**src/rtl/rxgb_pkg.sv**
```systemverilog
package rxgb_pkg;
  typedef enum logic {ST_HUNT = 1'b0, ST_LOCKED = 1'b1} sync_state_e;

  function automatic logic hdr_ok(input logic [1:0] hdr);
    return hdr[0] ^ hdr[1];
  endfunction
endpackage

```
**src/rtl/rxgb_align.sv**
```systemverilog
module rxgb_align #(
  parameter int IN_W  = 16,
  parameter int OUT_W = 66
) (
  input  logic             clk_i,
  input  logic             rst_ni,
  input  logic             in_valid_i,
  input  logic [IN_W-1:0]  in_data_i,
  input  logic             slip_i,
  output logic             emit_o,
  output logic [OUT_W-1:0] word_o
);
  localparam int BUF_W = IN_W + OUT_W;
  localparam int PTR_W = $clog2(BUF_W + 1);

  logic [BUF_W-1:0] acc_q, acc_d, merged, dropped;
  logic [PTR_W-1:0] fill_q, fill_d, avail;
  logic             slip_pend_q;

  always_comb begin
    merged  = acc_q | (BUF_W'(in_data_i) << fill_q);
    // pending slip discards the oldest bit of this update
    dropped = merged >> slip_pend_q;
    avail   = fill_q + PTR_W'(IN_W) - PTR_W'(slip_pend_q);
    emit_o  = in_valid_i && (avail >= PTR_W'(OUT_W));
    word_o  = dropped[OUT_W-1:0];
    acc_d   = acc_q;
    fill_d  = fill_q;
    if (in_valid_i) begin
      acc_d  = emit_o ? (dropped >> OUT_W) : dropped;
      fill_d = emit_o ? (avail - PTR_W'(OUT_W)) : avail;
    end
  end

  always_ff @(posedge clk_i or negedge rst_ni) begin
    if (!rst_ni) begin
      acc_q       <= '0;
      fill_q      <= '0;
      slip_pend_q <= 1'b0;
    end else begin
      acc_q  <= acc_d;
      fill_q <= fill_d;
      if (slip_i)          slip_pend_q <= 1'b1;
      else if (in_valid_i) slip_pend_q <= 1'b0;
    end
  end

  AST_FILL_BOUND: assert property (@(posedge clk_i) disable iff (!rst_ni)
    fill_q < PTR_W'(OUT_W));

  AST_IDLE_HOLDS: assert property (@(posedge clk_i) disable iff (!rst_ni)
    (!in_valid_i && !slip_i) |=> $stable(fill_q) && $stable(acc_q));
endmodule

```
**src/rtl/rxgb_lock.sv**
```systemverilog
module rxgb_lock
  import rxgb_pkg::*;
#(
  parameter int LOCK_CNT = 64,
  parameter int WIN_LEN  = 64,
  parameter int BAD_LIM  = 16
) (
  input  logic       clk_i,
  input  logic       rst_ni,
  input  logic       hdr_chk_i,
  input  logic [1:0] hdr_i,
  output logic       lock_o,
  output logic       lock_next_o,
  output logic       slip_o
);
  localparam int GW = $clog2(LOCK_CNT + 1);
  localparam int WW = $clog2(WIN_LEN + 1);
  localparam int BW = $clog2(BAD_LIM + 1);

  sync_state_e st_q, st_d;
  logic [GW-1:0] good_q, good_d;
  logic [WW-1:0] win_q, win_d, win_inc;
  logic [BW-1:0] bad_q, bad_d, bad_inc;
  logic          ok;

  always_comb begin
    ok      = hdr_ok(hdr_i);
    st_d    = st_q;
    good_d  = good_q;
    win_d   = win_q;
    bad_d   = bad_q;
    slip_o  = 1'b0;
    win_inc = win_q + WW'(1);
    bad_inc = bad_q + BW'(!ok);
    if (hdr_chk_i) begin
      if (st_q == ST_HUNT) begin
        if (!ok) begin
          good_d = '0;
          slip_o = 1'b1;
        end else if (good_q == GW'(LOCK_CNT - 1)) begin
          st_d   = ST_LOCKED;
          good_d = '0;
          win_d  = '0;
          bad_d  = '0;
        end else begin
          good_d = good_q + GW'(1);
        end
      end else begin
        if (bad_inc == BW'(BAD_LIM)) begin
          st_d   = ST_HUNT;
          good_d = '0;
          win_d  = '0;
          bad_d  = '0;
          slip_o = 1'b1;
        end else if (win_inc == WW'(WIN_LEN)) begin
          win_d = '0;
          bad_d = '0;
        end else begin
          win_d = win_inc;
          bad_d = bad_inc;
        end
      end
    end
  end

  assign lock_o      = (st_q == ST_LOCKED);
  assign lock_next_o = (st_d == ST_LOCKED);

  always_ff @(posedge clk_i or negedge rst_ni) begin
    if (!rst_ni) begin
      st_q   <= ST_HUNT;
      good_q <= '0;
      win_q  <= '0;
      bad_q  <= '0;
    end else begin
      st_q   <= st_d;
      good_q <= good_d;
      win_q  <= win_d;
      bad_q  <= bad_d;
    end
  end

  AST_DROP_ON_BAD: assert property (@(posedge clk_i) disable iff (!rst_ni)
    (lock_o && !lock_next_o) |-> (hdr_chk_i && !hdr_ok(hdr_i)));

  AST_SLIP_ON_BAD: assert property (@(posedge clk_i) disable iff (!rst_ni)
    slip_o |-> (hdr_chk_i && !hdr_ok(hdr_i)));

  AST_GAIN_ON_GOOD: assert property (@(posedge clk_i) disable iff (!rst_ni)
    (!lock_o && lock_next_o) |-> (hdr_chk_i && hdr_ok(hdr_i)));
endmodule

```
**src/rtl/rx_block_sync_gearbox.sv**
```systemverilog
module rx_block_sync_gearbox #(
  parameter int IN_W     = 16,
  parameter int OUT_W    = 66,
  parameter int LOCK_CNT = 64,
  parameter int WIN_LEN  = 64,
  parameter int BAD_LIM  = 16
) (
  input  logic             clk_i,
  input  logic             rst_ni,
  input  logic             rx_valid_i,
  input  logic [IN_W-1:0]  rx_data_i,
  output logic [OUT_W-1:0] blk_o,
  output logic             blk_valid_o,
  output logic             lock_o
);
  logic             emit, slip, lock_next;
  logic [OUT_W-1:0] word;
  logic [OUT_W-1:0] blk_q;
  logic             blk_valid_q;

  rxgb_align #(.IN_W(IN_W), .OUT_W(OUT_W)) u_align (
    .clk_i     (clk_i),
    .rst_ni    (rst_ni),
    .in_valid_i(rx_valid_i),
    .in_data_i (rx_data_i),
    .slip_i    (slip),
    .emit_o    (emit),
    .word_o    (word)
  );

  rxgb_lock #(.LOCK_CNT(LOCK_CNT), .WIN_LEN(WIN_LEN), .BAD_LIM(BAD_LIM)) u_lock (
    .clk_i      (clk_i),
    .rst_ni     (rst_ni),
    .hdr_chk_i  (emit),
    .hdr_i      (word[1:0]),
    .lock_o     (lock_o),
    .lock_next_o(lock_next),
    .slip_o     (slip)
  );

  always_ff @(posedge clk_i or negedge rst_ni) begin
    if (!rst_ni) begin
      blk_q       <= '0;
      blk_valid_q <= 1'b0;
    end else begin
      blk_valid_q <= emit && lock_next;
      if (emit) blk_q <= word;
    end
  end

  assign blk_o       = blk_q;
  assign blk_valid_o = blk_valid_q;

  AST_VALID_NEEDS_LOCK: assert property (@(posedge clk_i) disable iff (!rst_ni)
    blk_valid_o |-> lock_o);

  AST_NO_BACK_TO_BACK: assert property (@(posedge clk_i) disable iff (!rst_ni)
    blk_valid_o |=> !blk_valid_o);

  AST_LOCK_RISE_OUT: assert property (@(posedge clk_i) disable iff (!rst_ni)
    $rose(lock_o) |-> (blk_valid_o && (blk_o[0] ^ blk_o[1])));
endmodule

```
**config.mk**
```make
export PLATFORM = sky130hd
export DESIGN_NAME = rx_block_sync_gearbox
export DESIGN_NICKNAME = d
export VERILOG_FILES = /design/src/rtl/rxgb_pkg.sv /design/src/rtl/rxgb_align.sv /design/src/rtl/rxgb_lock.sv /design/src/rtl/rx_block_sync_gearbox.sv
export SDC_FILE = /design/constraint.sdc
export NUM_CORES = 1
export LEC_CHECK = 0
export BUFFER_PORTS_ARGS = -buffer_cell sky130_fd_sc_hd__buf_2
export CAP_MARGIN = 20
export CELL_PAD_IN_SITES_DETAIL_PLACEMENT = 0
export CELL_PAD_IN_SITES_GLOBAL_PLACEMENT = 1
export CORE_MARGIN = 10
export CORE_UTILIZATION = 44
export DETAILED_ROUTE_END_ITERATION = 12
export PLACE_DENSITY_LB_ADDON = 0.1
export SETUP_SLACK_MARGIN = 0.05
export SYNTH_ARGS = -nofsm -noshare
export SYNTH_HDL_FRONTEND = slang
export SYNTH_HIERARCHICAL = 1
export SYNTH_SLANG_ARGS = --single-unit
export TNS_END_PERCENT = 100
```
**constraint.sdc**
```tcl
create_clock -name clk_i -period 4.1 [get_ports clk_i]
set_clock_uncertainty 0.15 [all_clocks]
set_input_delay 0.205 -clock clk_i [delete_from_list [all_inputs] [get_ports clk_i]]
set_output_delay 0.205 -clock clk_i [all_outputs]
set_load 0.01 [all_outputs]
```
==> flow_summary.json <==
{
  "design_area_um2": 12300,
  "critPathKind": "reg2reg",
  "path_clk_slew_ns": 0.08,
  "ys_seq_elements": 177,
  "required_ns": 4.29,
  "critPathArrivalTime_ns": 3.92,
  "slew_violations": 0,
  "htreeDepth": 4,
  "cts_tree": "yes",
  "drive_gt1_share_pct": 25.7,
  "die_x_um": 177,
  "hpwlAfterDp_um": 24600,
  "final_common_cell": "dfrtp_1",
  "cts_buffers": 17,
  "core_region_area_um2": 24300,
  "grt_pass1_wl_um": 54400,
  "netlist_area_um2": 10900,
  "drc_errors": 0,
  "drtPass1Iterations": 5,
  "clock-sinks": 177,
  "nFillCells": 2278,
  "grt_max_degree": 109,
  "rr_worst_depth": 13,
  "gp_congestion": 0.902,
  "worstMarginPinSlew_ns": 1.07,
  "viasPerCell": 6.23,
  "critPathMaxFanout": 19,
  "syn_inst": 1048,
  "start_util_pct": 44.6,
  "timing.rr.start": "u_align/slip_pend_q$_DFFE_PN0P_",
  "ys.flop_type": "dfrtp_1",
  "detail_route.wl_per_cell_um": 23.9,
  "clock_path_buffers": 2,
  "vias": 9111,
  "cp-end-kind": "flip-flop",
  "ctsResizeCount": 0,
  "hold_viol_final": 0,
  "drt-initial-drc-count": 978,
  "die_y_um": 177,
  "rrSetupSlack_ns": 0.37,
  "fin_tns_setup_ns": 0,
  "hold_class": "in2async",
  "antenna_left": 0,
  "dieArea_um2": 31400,
  "slew_headroom_pct": 28.0,
  "fmax_ghz": 0.268,
  "ir_worst_vdd_mv": 0.406,
  "maxCapViolations": 0,
  "grt_usage_pct": 22.1,
  "io_pins": 87,
  "fin_crit_ns": 3.73,
  "placed_area_um2": 11700,
  "grt_setup_unrepaired": "no",
  "numPortBuffers": 86,
  "overflow": 0,
  "critPathLaunchType": "flip-flop",
  "syn-num-nets": 1078,
  "r2r_end": "u_align/acc_q[50]$_DFFE_PN0P_",
  "status": "finished, final reports clean",
  "insertion_delay_ns": 0.44,
  "grt_pass1_vias": 8975,
  "yosysWarnings": 6,
  "finalPower_mw": 12.0,
  "final_util_pct": 50.6,
  "report.final.setup_viol": 0,
  "synth_edf_count": 0,
  "rows": 57,
  "fin_crit_sh_pct": 91.0,
  "avgSynthCellArea_um2": 10.4,
  "final_cell_mix": "dfrtp_1 (176), buf_2 (85), nor2_1 (68)",
  "root_buffer": "clkbuf_16",
  "area_growth_pct": 13.4,
  "synth_cell_types": 90,
  "final_nets": 1155,
  "drt_wl_total_um": 35000,
  "antenna_found_initial": 1,
  "leakagePower_nw": 5.46,
  "seq_area_frac_synth_pct": 40.8,
  "power_density_nw_per_um2": 972,
  "async_flop_share_pct": 100
}
## sequential cells by signal, indices dropped and copies added, names as in the netlist
| register | cells |
|---|---|
| u_align/fill_q | 7 |
| u_align/acc_q | 82 |
| blk_o | 66 |
| u_lock/lock_o | 1 |
| u_lock/good_q | 7 |
| u_lock/bad_q | 5 |
| u_lock/win_q | 7 |
| blk_valid_o | 1 |
| u_align/slip_pend_q | 1 |
## how the worst max path moves through the flow
stage | start | end | slack [ns] | cells after the start
after floorplan | u_align/fill_q[0]$_DFFE_PN0P_ | u_lock/win_q[3]$_DFFE_PN0P_ | 0.07 | 19
final | u_align/slip_pend_q$_DFFE_PN0P_ | u_align/acc_q[50]$_DFFE_PN0P_ | 0.37 | 13
after global routing | u_align/fill_q[0]$_DFFE_PN0P_ | u_lock/good_q[0]$_DFFE_PN0P_ | 0.07 | 14
after CTS | u_align/fill_q[1]$_DFFE_PN0P_ | u_lock/good_q[0]$_DFFE_PN0P_ | 0.36 | 13
after detailed placement | u_align/fill_q[1]$_DFFE_PN0P_ | u_lock/good_q[0]$_DFFE_PN0P_ | 0.39 | 13
after global placement | u_align/fill_q[1]$_DFFE_PN0P_ | u_lock/good_q[5]$_DFFE_PN0P_ | 0.40 | 13
## through the flow
stage                     cells  hold slack (ns)  setup WS [ns]
after floorplan            1048           -0.241         0.0743
after global placement     1428            0.253          0.396
after detailed placement   1428            0.243          0.395
after CTS                  1462            0.342          0.355
after global routing       1462            0.357         0.0696
final                      1463            0.304          0.368
## critical path, cell delays in order (launching register included)
cell,delay [ns]
dfrtp_2,0.44
ha_1,0.18
inv_1,0.05
ha_1,0.16
inv_1,0.06
fa_1,0.56
ha_1,0.22
nand2_1,0.11
a31o_2,0.27
o311ai_4,0.33
buf_4,0.33
buf_4,0.27
nand3_1,0.19
o221ai_1,0.30
## repair_timing
item / CTS / global route
hold endpoints to repair: 106 / 0
hold buffers: 2 / 0
buffers inserted: 0 / 0
## cells in the mapped netlist, types with 6 or more instances
cell / number / area, µm²
dfrtp_1: 177 / 4430
nor2_1: 68 / 255
mux2_2: 64 / 721
a21oi_1: 59 / 295
nand2_1: 53 / 199
clkbuf_1: 47 / 176
inv_1: 45 / 169
a22o_1: 42 / 368
o21ai_0: 35 / 175
mux2i_1: 34 / 340
mux2_4: 32 / 480
o221ai_1: 22 / 193
nand2b_1: 19 / 119
nand3_1: 19 / 95.1
nor3_1: 19 / 95.1
a211oi_1: 18 / 135
and2_1: 14 / 87.6
nor2b_1: 14 / 87.6
a31oi_1: 12 / 75.1
o2bb2ai_1: 12 / 105
and3_1: 11 / 68.8
buf_2: 11 / 55.1
mux4_2: 11 / 248
o22ai_1: 11 / 68.8
ha_1: 10 / 125
o31ai_1: 10 / 75.1
a221oi_1: 9 / 78.8
o32ai_1: 9 / 78.8
o211ai_1: 7 / 52.6
o21ai_1: 7 / 35.0
o32a_1: 7 / 70.1
a21o_1: 6 / 45.0
mux4_1: 6 / 158
o31a_1: 6 / 52.6
or3_1: 6 / 37.5
## kinds of logic (layout without fill, tap and decap cells)
group / after synthesis / after routing / synth area share (%)
other: 0 / 1 / 0
multiplexers: 148 / 148 / 18.0
adder cells (fa/ha/maj): 11 / 11 / 1.34
AO/OA/AOI/OAI: 334 / 334 / 22.8
flip-flops: 177 / 177 / 40.8
AND/OR/NAND/NOR: 249 / 249 / 11.5
buffers and inverters: 123 / 213 / 4.99
XOR/XNOR: 6 / 6 / 0.484
## routing by layer
metal / routed length, µm / track usage [%] / part of all wire (%)
met1: 16300 / 31.4 / 46
met2: 15800 / 33.7 / 45
met3: 2150 / 3.48 / 6.2
met4: 780 / 7.01 / 2.2
met5: 0 / 0 / 0
## cell type report
| type | count | area (µm²) | share of cell area, % |
|---|---|---|---|
| well taps | 324 | 405 | 3.29 |
| inverters | 50 | 190 | 1.55 |
| multi-input cells | 748 | 5910 | 48.0 |
| clock buffers | 20 | 447 | 3.63 |
| diodes | 1 | 2.50 | 0.0203 |
| flip-flops and latches | 177 | 4430 | 36.0 |
| clock inverters | 12 | 120 | 0.976 |
| repair buffers | 131 | 807 | 6.56 |
## report_power, final
part / internal, mW / leakage (nW) / switching, mW
sequential: 2.49 / 2.22 / 0.428
combinational: 3.08 / 2.97 / 4.35
clock: 0.822 / 0.265 / 0.798
(Power assumes the default switching activity.)
